### src/rtl/chs_pkg.sv
package chs_pkg;
    localparam int CHS_WORD_W    = 32;
    localparam int CHS_NUM_WORDS = 6;

    typedef enum logic [2:0] {
        TX_HOLD,
        TX_STOP,
        TX_START,
        TX_SHIFT,
        TX_RELOAD
    } tx_act_e;
endpackage

### src/rtl/chs_page_regs.sv
module chs_page_regs
    import chs_pkg::*;
#(
    parameter int WORD_W    = CHS_WORD_W,
    parameter int NUM_WORDS = CHS_NUM_WORDS,
    localparam int SEL_W    = $clog2(NUM_WORDS)
) (
    input  logic                              clk,
    input  logic                              rst_n,
    input  logic                              wr_en,
    input  logic [SEL_W-1:0]                  wr_sel,
    input  logic [WORD_W-1:0]                 wr_data,
    output logic [NUM_WORDS-1:0][WORD_W-1:0]  pages
);
    localparam logic [SEL_W:0] NW_EXT = (SEL_W+1)'(NUM_WORDS);

    logic [NUM_WORDS-1:0][WORD_W-1:0] pages_d, pages_q;
    logic sel_ok;

    assign sel_ok = ({1'b0, wr_sel} < NW_EXT);

    always_comb begin
        pages_d = pages_q;
        if (wr_en && sel_ok) begin
            pages_d[wr_sel] = wr_data;
        end
    end

    always_ff @(posedge clk or negedge rst_n) begin
        if (!rst_n) pages_q <= '0;
        else        pages_q <= pages_d;
    end

    assign pages = pages_q;

    // a select beyond the last page leaves every page untouched
    p_oob_write_ignored_r11: assert property (@(posedge clk) disable iff (!rst_n)
        (wr_en && !sel_ok) |=> $stable(pages_q));
endmodule

### src/rtl/chs_tx_serializer.sv
module chs_tx_serializer
    import chs_pkg::*;
#(
    parameter int WORD_W    = CHS_WORD_W,
    parameter int NUM_WORDS = CHS_NUM_WORDS,
    localparam int SEL_W    = $clog2(NUM_WORDS),
    localparam int BIT_W    = $clog2(WORD_W)
) (
    input  logic                              clk,
    input  logic                              rst_n,
    input  logic                              tx_enable,
    input  logic                              cs_enable,
    input  logic                              frame_stb,
    input  logic [NUM_WORDS-1:0][WORD_W-1:0]  pages,
    output logic                              cbit,
    output logic                              busy,
    output logic                              block_first
);
    localparam logic [SEL_W-1:0] LAST_WORD = SEL_W'(NUM_WORDS - 1);
    localparam logic [BIT_W-1:0] LAST_BIT  = BIT_W'(WORD_W - 1);

    typedef struct packed {
        logic              active;
        logic              busy;
        logic [SEL_W-1:0]  word;
        logic [BIT_W-1:0]  bitn;
        logic [WORD_W-1:0] shift;
    } tx_state_t;

    tx_state_t        st_d, st_q;
    tx_act_e          act;
    logic [SEL_W-1:0] nxt_word;

    always_comb begin
        nxt_word = (st_q.word == LAST_WORD) ? '0 : st_q.word + 1'b1;

        if (!frame_stb)                       act = TX_HOLD;
        else if (!(tx_enable && cs_enable))   act = TX_STOP;
        else if (!st_q.active)                act = TX_START;
        else if (st_q.bitn == LAST_BIT)       act = TX_RELOAD;
        else                                  act = TX_SHIFT;

        st_d = st_q;
        case (act)
            TX_STOP: begin
                st_d.active = 1'b0;
                st_d.busy   = 1'b0;
            end
            TX_START: begin
                st_d.active = 1'b1;
                st_d.busy   = 1'b1;
                st_d.word   = '0;
                st_d.bitn   = '0;
                st_d.shift  = pages[0];
            end
            TX_RELOAD: begin
                st_d.word  = nxt_word;
                st_d.bitn  = '0;
                st_d.shift = pages[nxt_word];
                if (nxt_word == '0)            st_d.busy = 1'b1;
                else if (nxt_word == LAST_WORD) st_d.busy = 1'b0;
            end
            TX_SHIFT: begin
                st_d.bitn  = st_q.bitn + 1'b1;
                st_d.shift = st_q.shift >> 1;
            end
            default: ;
        endcase
    end

    always_ff @(posedge clk or negedge rst_n) begin
        if (!rst_n) st_q <= '0;
        else        st_q <= st_d;
    end

    assign cbit        = cs_enable & st_q.active & st_q.shift[0];
    assign busy        = st_q.busy;
    assign block_first = st_q.active && (st_q.word == '0) && (st_q.bitn == '0);

    // busy only rises on an enabled strobe that leaves page 0 bit 0 loaded
    p_busy_rise_on_load_r3: assert property (@(posedge clk) disable iff (!rst_n)
        $rose(st_q.busy) |-> ($past(frame_stb && tx_enable && cs_enable)
                              && st_q.word == '0 && st_q.bitn == '0));

    // busy only falls at a frame boundary
    p_busy_fall_at_frame_r4: assert property (@(posedge clk) disable iff (!rst_n)
        $fell(st_q.busy) |-> $past(frame_stb));

    // a strobe without transmit enable idles the serializer
    p_stop_without_enable_r4: assert property (@(posedge clk) disable iff (!rst_n)
        (frame_stb && !tx_enable) |=> (!st_q.active && !st_q.busy));

    // a fresh start always begins at page 0 bit 0
    p_start_at_page0_r2: assert property (@(posedge clk) disable iff (!rst_n)
        $rose(st_q.active) |-> (st_q.word == '0 && st_q.bitn == '0));

    // position only moves on a strobe
    p_hold_between_frames_r7: assert property (@(posedge clk) disable iff (!rst_n)
        !frame_stb |=> ($stable(st_q.bitn) && $stable(st_q.word) && $stable(st_q.shift)));
endmodule

### src/rtl/chs_rx_collector.sv
module chs_rx_collector
    import chs_pkg::*;
#(
    parameter int WORD_W    = CHS_WORD_W,
    parameter int NUM_WORDS = CHS_NUM_WORDS,
    localparam int SEL_W    = $clog2(NUM_WORDS),
    localparam int BIT_W    = $clog2(WORD_W)
) (
    input  logic              clk,
    input  logic              rst_n,
    input  logic              frame_stb,
    input  logic              block_start,
    input  logic              cbit_in,
    input  logic              done_clr,
    input  logic [SEL_W-1:0]  rd_sel,
    output logic [WORD_W-1:0] rd_data,
    output logic              done
);
    localparam logic [SEL_W-1:0] LAST_WORD = SEL_W'(NUM_WORDS - 1);
    localparam logic [BIT_W-1:0] LAST_BIT  = BIT_W'(WORD_W - 1);
    localparam logic [SEL_W:0]   NW_EXT    = (SEL_W+1)'(NUM_WORDS);

    typedef struct packed {
        logic [NUM_WORDS-1:0][WORD_W-1:0] words;
        logic [SEL_W-1:0]                 word;
        logic [BIT_W-1:0]                 bitn;
        logic                             synced;
        logic                             done;
    } rx_state_t;

    rx_state_t        st_d, st_q;
    logic [SEL_W-1:0] wi;
    logic [BIT_W-1:0] bi;
    logic             do_write;

    always_comb begin
        wi       = block_start ? '0 : st_q.word;
        bi       = block_start ? '0 : st_q.bitn;
        do_write = frame_stb && (block_start || st_q.synced);

        st_d = st_q;
        if (done_clr) st_d.done = 1'b0;
        if (do_write) begin
            st_d.words[wi][bi] = cbit_in;
            st_d.synced        = 1'b1;
            if (bi == LAST_BIT) begin
                st_d.bitn = '0;
                st_d.word = (wi == LAST_WORD) ? '0 : wi + 1'b1;
                if (wi == LAST_WORD) st_d.done = 1'b1;
            end else begin
                st_d.bitn = bi + 1'b1;
                st_d.word = wi;
            end
        end
    end

    always_ff @(posedge clk or negedge rst_n) begin
        if (!rst_n) st_q <= '0;
        else        st_q <= st_d;
    end

    assign rd_data = ({1'b0, rd_sel} < NW_EXT) ? st_q.words[rd_sel] : '0;
    assign done    = st_q.done;

    // the flag holds until cleared
    p_done_sticky_r9: assert property (@(posedge clk) disable iff (!rst_n)
        (st_q.done && !done_clr) |=> st_q.done);

    // the flag can only be raised by a received frame
    p_done_rise_on_frame_r9: assert property (@(posedge clk) disable iff (!rst_n)
        $rose(st_q.done) |-> $past(frame_stb));

    // a block start puts the next write at word 0 bit 1
    p_restart_position_r10: assert property (@(posedge clk) disable iff (!rst_n)
        (frame_stb && block_start) |=> (st_q.word == '0 && st_q.bitn == BIT_W'(1) && st_q.synced));

    // nothing is stored before the first block start
    p_unsynced_ignored_r10: assert property (@(posedge clk) disable iff (!rst_n)
        (!st_q.synced && !block_start) |=> $stable(st_q.words));
endmodule

### src/rtl/chs_block_serdes.sv
module chs_block_serdes
    import chs_pkg::*;
#(
    parameter int WORD_W    = CHS_WORD_W,
    parameter int NUM_WORDS = CHS_NUM_WORDS,
    localparam int SEL_W    = $clog2(NUM_WORDS)
) (
    input  logic              clk,
    input  logic              rst_n,
    input  logic              cfg_wr_en,
    input  logic [SEL_W-1:0]  cfg_wr_sel,
    input  logic [WORD_W-1:0] cfg_wr_data,
    input  logic              tx_enable,
    input  logic              cs_enable,
    input  logic              tx_frame_stb,
    output logic              tx_cbit,
    output logic              tx_busy,
    output logic              tx_block_first,
    input  logic              rx_frame_stb,
    input  logic              rx_block_start,
    input  logic              rx_cbit,
    input  logic              rx_done_clr,
    output logic              rx_block_done,
    input  logic [SEL_W-1:0]  rx_rd_sel,
    output logic [WORD_W-1:0] rx_rd_data
);
    logic [NUM_WORDS-1:0][WORD_W-1:0] pages;

    chs_page_regs #(.WORD_W(WORD_W), .NUM_WORDS(NUM_WORDS)) u_pages (
        .clk     (clk),
        .rst_n   (rst_n),
        .wr_en   (cfg_wr_en),
        .wr_sel  (cfg_wr_sel),
        .wr_data (cfg_wr_data),
        .pages   (pages)
    );

    chs_tx_serializer #(.WORD_W(WORD_W), .NUM_WORDS(NUM_WORDS)) u_tx (
        .clk         (clk),
        .rst_n       (rst_n),
        .tx_enable   (tx_enable),
        .cs_enable   (cs_enable),
        .frame_stb   (tx_frame_stb),
        .pages       (pages),
        .cbit        (tx_cbit),
        .busy        (tx_busy),
        .block_first (tx_block_first)
    );

    chs_rx_collector #(.WORD_W(WORD_W), .NUM_WORDS(NUM_WORDS)) u_rx (
        .clk         (clk),
        .rst_n       (rst_n),
        .frame_stb   (rx_frame_stb),
        .block_start (rx_block_start),
        .cbit_in     (rx_cbit),
        .done_clr    (rx_done_clr),
        .rd_sel      (rx_rd_sel),
        .rd_data     (rx_rd_data),
        .done        (rx_block_done)
    );

    // with insertion disabled the transmitted bit is forced low
    p_cbit_low_when_off_r5: assert property (@(posedge clk) disable iff (!rst_n)
        !cs_enable |-> !tx_cbit);
endmodule

### config.mk
export PLATFORM = sky130hd
export DESIGN_NAME = chs_block_serdes
export DESIGN_NICKNAME = d
export VERILOG_FILES = /design/src/rtl/chs_pkg.sv /design/src/rtl/chs_page_regs.sv /design/src/rtl/chs_tx_serializer.sv /design/src/rtl/chs_rx_collector.sv /design/src/rtl/chs_block_serdes.sv
export SDC_FILE = /design/constraint.sdc
export NUM_CORES = 1
export LEC_CHECK = 0
export BUFFER_PORTS_ARGS = -buffer_cell sky130_fd_sc_hd__clkbuf_2
export CAP_MARGIN = 20
export CORE_MARGIN = 2
export CORE_UTILIZATION = 69
export CTS_BUF_LIST = sky130_fd_sc_hd__clkbuf_8
export CTS_CLUSTER_SIZE = 20
export DETAILED_ROUTE_END_ITERATION = 7
export GPL_TIMING_DRIVEN = 0
export PLACE_DENSITY = 0.88
export SLEW_MARGIN = 15
export SYNTH_ARGS = -nofsm -noshare
export SYNTH_HDL_FRONTEND = slang
export SYNTH_SLANG_ARGS = --single-unit
### constraint.sdc
create_clock -name clk -period 3.8 [get_ports clk]
set_input_delay 0.38 -clock clk [delete_from_list [all_inputs] [get_ports clk]]
set_output_delay 0.38 -clock clk [all_outputs]
set_load 0.01 [all_outputs]
==> results of run 1 <==
worst paths after layout:
path	slack, ns	from	endpoint	cells after the start
setup / recovery	0.69	u_tx.st_q[38]	tx_block_first	5
hold / removal	0.07	tx_frame_stb	u_tx.st_q[41]	2
setup reg to reg	1.03	u_tx.st_q[32]	u_tx.st_q[18]	9
hold reg to reg	0.48	u_rx.st_q[148]	u_rx.st_q[148]	1
max in group asynchronous	2.02	rst_n	u_pages.pages[124]	5
min in group asynchronous	0.27	rst_n	u_rx.st_q[30]	2
layout by cell type (no fill, tap or decap), types with 3 or more instances in the layout:
master / n
sky130_fd_sc_hd__clkbuf_1: 95
sky130_fd_sc_hd__mux2_2: 317
sky130_fd_sc_hd__o21ai_1: 4
sky130_fd_sc_hd__nor4b_2: 3
sky130_fd_sc_hd__mux2_1: 68
sky130_fd_sc_hd__and2_1: 11
sky130_fd_sc_hd__o22ai_1: 89
sky130_fd_sc_hd__clkinvlp_4: 3
sky130_fd_sc_hd__mux2i_1: 36
sky130_fd_sc_hd__buf_16: 5
sky130_fd_sc_hd__buf_1: 9
sky130_fd_sc_hd__clkbuf_8: 90
sky130_fd_sc_hd__nand3_1: 40
sky130_fd_sc_hd__nor2_2: 30
sky130_fd_sc_hd__mux4_2: 36
sky130_fd_sc_hd__clkbuf_2: 77
sky130_fd_sc_hd__and4bb_2: 3
sky130_fd_sc_hd__o31ai_1: 3
sky130_fd_sc_hd__a21oi_1: 11
sky130_fd_sc_hd__o21ai_0: 62
sky130_fd_sc_hd__inv_1: 92
sky130_fd_sc_hd__nand2_1: 128
sky130_fd_sc_hd__dfrtp_1: 436
sky130_fd_sc_hd__clkinv_2: 5
sky130_fd_sc_hd__bufinv_16: 3
sky130_fd_sc_hd__nor2b_1: 5
sky130_fd_sc_hd__buf_2: 33
sky130_fd_sc_hd__ha_1: 8
sky130_fd_sc_hd__nor2_1: 194
sky130_fd_sc_hd__o32ai_1: 3
sky130_fd_sc_hd__nor3b_1: 3
sky130_fd_sc_hd__buf_6: 5
sky130_fd_sc_hd__a221oi_1: 35
sky130_fd_sc_hd__and3_1: 8
sky130_fd_sc_hd__nor4_1: 5
sky130_fd_sc_hd__nand2b_1: 7
sky130_fd_sc_hd__a41o_1: 26
sky130_fd_sc_hd__nor3_1: 8
stage by stage:
| step | instances | TNS, ns |
|---|---|---|
| 6_report | 2427 | 0 |
| 4_1_cts | 2426 | 0 |
| 3_3_place_gp | 2292 | -3059.71 |
| 3_5_place_dp | 2297 | 0 |
| 5_1_grt | 2427 | 0 |
| 2_1_floorplan | 1818 | 0 |
repair_timing:
item                                   CTS  global route
gates resized for setup                  0             0
hold buffers                             2             0
endpoints found under the hold margin   42             0
state kept, by name (all words and copies together), names as in the netlist:
register / count
u_rx.done: 1
u_rx.st_q: 201
u_tx.st_q: 41
u_tx.busy: 1
u_pages.pages: 192
cell families after synthesis:
| family | count (synthesis) | share of synthesized area, % |
|---|---|---|
| buffers and inverters | 212 | 4.15 |
| adders and majority gates | 8 | 0.473 |
| and+or+nand+nor | 457 | 9.82 |
| DFF | 436 | 51.6 |
| xor gates and xnor gates | 1 | 0.0414 |
| muxes | 457 | 26.0 |
| AOI/OAI and AO/OA | 247 | 7.89 |
per-layer routing:
metal	wire [um]	part of all wire, %	vias to the layer above	global-route usage [%]
li1	-	-	6817	-
met1	20700	37	8094	43.3
met2	27600	49	973	59.1
met3	4900	8.8	267	8.12
met4	2700	4.8	0	18.4
met5	0	0	-	0
worst max-delay path: stages, from the launching register on:
cell and delay, ns:
sky130_fd_sc_hd__dfrtp_1 0.38, sky130_fd_sc_hd__buf_2 0.22, sky130_fd_sc_hd__or2_2 0.32, sky130_fd_sc_hd__clkbuf_1 0.32, sky130_fd_sc_hd__nor4_1 0.65, sky130_fd_sc_hd__clkbuf_2 0.25
layout make-up:
| cell class | count | area (um^2) | area share (%) |
|---|---|---|---|
| Sequential cell | 436 | 10900 | 46.1 |
| Multi-Input combinational cell | 1170 | 9360 | 39.5 |
| Clock buffer | 89 | 1220 | 5.17 |
| Buffer | 143 | 619 | 2.61 |
| Timing Repair Buffer | 85 | 557 | 2.35 |
| Tap cell | 396 | 495 | 2.09 |
| Inverter | 69 | 259 | 1.09 |
| Clock inverter | 38 | 256 | 1.08 |
| Antenna cell | 1 | 2.50 | 0.0106 |
power groups by stage:
stage	clock [mW]	sequential, mW	combinational, mW
after floorplan	0	5.56	1.68
after global placement	0	5.64	2.28
after detailed placement	0	5.68	2.40
after CTS	4.25	5.61	2.42
after global routing	4.47	5.68	2.66
final	4.23	5.64	2.46
==> results.json, run 1 <==
{
  "status": "finished, final reports clean",
  "hp-class": "in2reg",
  "place_hpwl_um": 36300,
  "layout.nets": 2034,
  "dieHeight_um": 179,
  "switching_power_mw": 3.71,
  "fin_worst_hold_slack_ns": 0.0741,
  "synth_top_cell_by_area": "sky130_fd_sc_hd__dfrtp_1",
  "synth_seq_area_share_pct": 51.6,
  "critical_path_required_ns": 3.42,
  "yosys_warnings": 0,
  "dominantRegCellSynth": "sky130_fd_sc_hd__dfrtp_1",
  "netlist_instances": 1818,
  "cts.root.buffer_cell": "sky130_fd_sc_hd__clkbuf_8",
  "yosysTopAreaCellShare_pct": 51.6,
  "htree_num_levels": 3,
  "worstMarginPinSlew_ns": 0.977,
  "number_of_global_route_vias_before_repair": 17100,
  "max_freq_mhz": 322,
  "worst_setup_path_start_kind": "register",
  "std_cell_core_area_mm2": 0.0303,
  "track_usage_pct": 35.5,
  "area_growth_syn_to_layout_pct": 12.0,
  "async_reset_ff_share_pct": 100,
  "vdd_drop_max_uv": 395,
  "ant_nets": 0,
  "power_consumption_mw": 12.3,
  "row_count": 64,
  "postSynthAreaPerCell_um2": 11.6,
  "post_drt_wl_per_cell_um": 23.0,
  "power.share.clock_pct": 34.3,
  "cell_area_after_placement_mm2": 0.0222,
  "drv.max_cap_violation_count": 0,
  "setup_viol": 0,
  "clock-skew-final_ns": 0.0373,
  "tritoncts": "yes",
  "power_frac_comb_pct": 20.0,
  "dr.pass1.iters": 5,
  "fillCellCount": 1768,
  "timing.critical_path.to_type": "primary output",
  "intPower_mw": 8.63,
  "postCtsSetupBuffers": 0,
  "antenna_violations_before_repair": 1,
  "utilization_after_layout_pct": 78.0,
  "grt_overflow_total": 0,
  "clock_sinks": 436,
  "power.share.sequential_pct": 45.7,
  "die_area_mm2": 0.0321,
  "crit_fanout": 10,
  "total_leakage_power_nw": 10.8,
  "cts-root-to-sink-buffers": 3,
  "ys_ff_latch": 436,
  "post_synth_most_frequent_cells": "436 x sky130_fd_sc_hd__dfrtp_1, 317 x sky130_fd_sc_hd__mux2_2, 194 x sky130_fd_sc_hd__nor2_1",
  "die_x_um": 179,
  "synth_cell_types": 55,
  "detailroute.via_count": 16200,
  "timing.final.ws_setup_ns": 0.690,
  "cts_made_buffers": 73,
  "number_of_enable_flip_flop_cells_after_synthesis": 0,
  "first_pass_grt_wire_length_um": 88300,
  "type_of_the_worst_setup_path": "reg2out",
  "power.switching_fraction_pct": 30.0,
  "slew_headroom_pct": 34.3,
  "maxSlewViolCount": 0,
  "gp_routability_congestion": 0.927,
  "synth.cell_area_mm2": 0.0212,
  "rsz0062_at_grt": "no",
  "synth_fp_nets": 1874,
  "power_dens_cells_mw_per_mm2": 521,
  "timing.critical_path.arrival_ns": 2.73,
  "clkSlewWorstSetupHoldPaths_ns": 0.06,
  "synth_most_common_cell": "sky130_fd_sc_hd__dfrtp_1",
  "via_per_inst": 6.65,
  "grt_start_max_net_pins": 102,
  "drt-total-wl_um": 55900,
  "detail_route.drc_violations": 0,
  "min_period_ns": 3.11,
  "buffers_on_ports": 78,
  "clock_latency_ns": 0.61,
  "post-route-cell-area_mm2": 0.0237,
  "io-pin-count": 84,
  "ys_top_cells_by_area": "sky130_fd_sc_hd__dfrtp_1 52%, sky130_fd_sc_hd__mux2_2 17%, sky130_fd_sc_hd__mux4_2 3.8%",
  "timing.final.hold_violations": 0,
  "drt_first_iter_violations": 1606,
  "floorplan.initialDensity_pct": 69.7,
  "timing.final.crit_share_pct": 81.8,
  "post_route_cells_drive_above_1_share_pct": 30.6,
  "pre_cts_ws_ns": 0.570
}
(Power assumes the default switching activity.)
==> run 2, diff against run 1 <==
- CORE_UTILIZATION: 69 -> 58
- PLACE_DENSITY: 0.88 -> 0.79
- clock period: 3.8 -> 2.8 ns (I/O delays scaled with it)
==> run 2 against run 1 <==
  * Register-to-register slack got worse by 0.80 ns
  * Total power increased by 36%
  * Via count decreased by 3.6%
  * Flip-flop and latch count unchanged
  * Global-route usage decreased by 6.1 points
  * Worst hold slack got worse by 0.0035 ns
  * Clock power increased by 38%
  * Die area increased by 19%
  * Non-clock buffer count increased by 32
  * Largest cell class unchanged
==> results.json, run 2 (synthesis results as in run 1) <==
{
  "cts-root-to-sink-buffers": 3,
  "die_x_um": 195,
  "io-pin-count": 84,
  "detail_route.drc_violations": 0,
  "layout.nets": 2065,
  "first_pass_grt_wire_length_um": 88100,
  "vdd_drop_max_uv": 564,
  "timing.critical_path.slowest_cell_delay_ns": 0.38,
  "mostFrequentLayoutCell": "sky130_fd_sc_hd__dfrtp_1",
  "power_consumption_mw": 16.8,
  "std_cell_core_area_mm2": 0.0357,
  "dieHeight_um": 195,
  "floorplan.initialDensity_pct": 59.2,
  "fillCellCount": 2607,
  "max_freq_mhz": 371,
  "setup_viol": 0,
  "registers.top_by_ff_count": "u_rx.st_q",
  "cts.root.buffer_cell": "sky130_fd_sc_hd__clkbuf_8",
  "cell_area_after_placement_mm2": 0.0222,
  "grt_start_max_net_pins": 101,
  "fin_worst_hold_slack_ns": 0.0706,
  "maxSlewViolCount": 0,
  "power.share.clock_pct": 34.6,
  "hp-class": "in2reg",
  "cp_slowest_cell": "sky130_fd_sc_hd__dfrtp_1",
  "drt-total-wl_um": 55000,
  "detailroute.via_count": 15600,
  "timing.critical_path.cells": "buf_2 -> or2_2 -> clkbuf_1 -> nor4_4 -> clkbuf_2",
  "number_of_global_route_vias_before_repair": 16500,
  "die_area_mm2": 0.0380,
  "gp_routability_congestion": 0.914,
  "drt_first_iter_violations": 1115,
  "rsz0062_at_grt": "no",
  "dr.pass1.iters": 6,
  "timing.final.hold_violations": 0,
  "post_drt_wl_per_cell_um": 21.7,
  "worst_setup_path_start_kind": "register",
  "mostFrequentLayoutCells": "436 x sky130_fd_sc_hd__dfrtp_1, 317 x sky130_fd_sc_hd__mux2_2, 194 x sky130_fd_sc_hd__nor2_1",
  "timing.final.crit_share_pct": 96.2,
  "largest_register_ffs": 201,
  "row_count": 69,
  "power.share.sequential_pct": 45.3,
  "buffers_on_ports": 78,
  "antenna_violations_before_repair": 1,
  "cts_made_buffers": 72,
  "clock_sinks": 436,
  "clock_latency_ns": 0.62,
  "intPower_mw": 11.8,
  "crit_fanout": 10,
  "htree_num_levels": 3,
  "area_growth_syn_to_layout_pct": 14.1,
  "ant_nets": 0,
  "tritoncts": "yes",
  "switching_power_mw": 5.03,
  "post_route_cells_drive_above_1_share_pct": 30.6,
  "grt_overflow_total": 0,
  "power_dens_cells_mw_per_mm2": 696,
  "clkSlewWorstSetupHoldPaths_ns": 0.07,
  "postCtsSetupBuffers": 0,
  "via_per_inst": 6.16,
  "worstMarginPinSlew_ns": 1.07,
  "clock-skew-final_ns": 0.0192,
  "total_leakage_power_nw": 11.0,
  "critical_path_required_ns": 2.52,
  "min_period_ns": 2.69,
  "post-route-cell-area_mm2": 0.0241,
  "timing.critical_path.to_type": "primary output",
  "status": "finished, final reports clean",
  "power.switching_fraction_pct": 29.9,
  "slew_headroom_pct": 27.9,
  "place_hpwl_um": 35700,
  "drv.max_cap_violation_count": 0,
  "power_frac_comb_pct": 20.0,
  "timing.critical_path.arrival_ns": 2.41,
  "type_of_the_worst_setup_path": "reg2out",
  "track_usage_pct": 29.3
}
-- run 2: worst max-delay path: cells and delay by family, from the launching register on --
family / cells / cell delay (ns)
buffers and inverters: 3 / 0.77
flip-flops: 1 / 0.38
AND/OR/NAND/NOR: 2 / 0.66
-- run 2: final timing paths --
check                                     from                 end  slack [ns]  cells past startpoint
worst max register to register   u_tx.st_q[32]       u_tx.st_q[28]        0.23                      9
min in group asynchronous                rst_n       u_rx.st_q[79]        0.20                      2
worst max-delay path             u_tx.st_q[38]      tx_block_first        0.11                      5
worst min register to register  u_rx.st_q[159]      u_rx.st_q[159]        0.48                      1
worst min-delay path                 tx_enable           u_tx.busy        0.07                      4
max in group asynchronous                rst_n  u_pages.pages[150]        1.29                      4
-- run 2: area by class of cell --
class                   count  area (um^2)  area share (%)
multi-input cells        1170         9380            38.9
clock inverters            33          188           0.778
clock buffers              97         1340            5.53
diodes                      1         2.50          0.0104
plain buffers             143          623            2.58
well taps                 461          577            2.39
flip-flops and latches    436        10900            45.2
inverters                  69          259            1.07
repair buffers            117          860            3.56
-- run 2: per-stage QoR --
step                std cells  util, %  TNS [ns]  setup WS [ns]
finish                   2527     67.5         0          0.107
global route             2527     67.5         0         0.0245
CTS                      2526     67.5         0         0.0609
detailed placement       2361     62.2    -27.84         -0.320
global placement         2357     61.9  -3487.28          -8.01
floorplan                1818        -         0          0.504
-- run 2: power by group through the flow --
| stage | clock, mW | combinational, mW | sequential (mW) |
|---|---|---|---|
| after CTS | 5.88 | 3.32 | 7.60 |
| after floorplan | 0 | 2.28 | 7.54 |
| after global placement | 0 | 3.12 | 7.66 |
| after detailed placement | 0 | 3.24 | 7.70 |
| final | 5.82 | 3.37 | 7.62 |
| after global routing | 6.18 | 3.63 | 7.71 |
-- run 2: layer usage --
metal | vias up | share of wire (%) | wire (um) | track usage, %
li1 | 6879 | - | - | -
met1 | 7808 | 40 | 21700 | 37.4
met2 | 695 | 49 | 27000 | 48.6
met3 | 190 | 6.8 | 3720 | 4.74
met4 | 0 | 4.6 | 2500 | 15.5
met5 | - | 0 | 0 | 0
-- run 2: what timing repair did --
item | in CTS | in global routing
pin swaps | 0 | 0
endpoints found under the setup margin | 1 | 24
hold buffers | 35 | 0
hold endpoints to repair | 242 | 0
resized for setup | 1 | 7
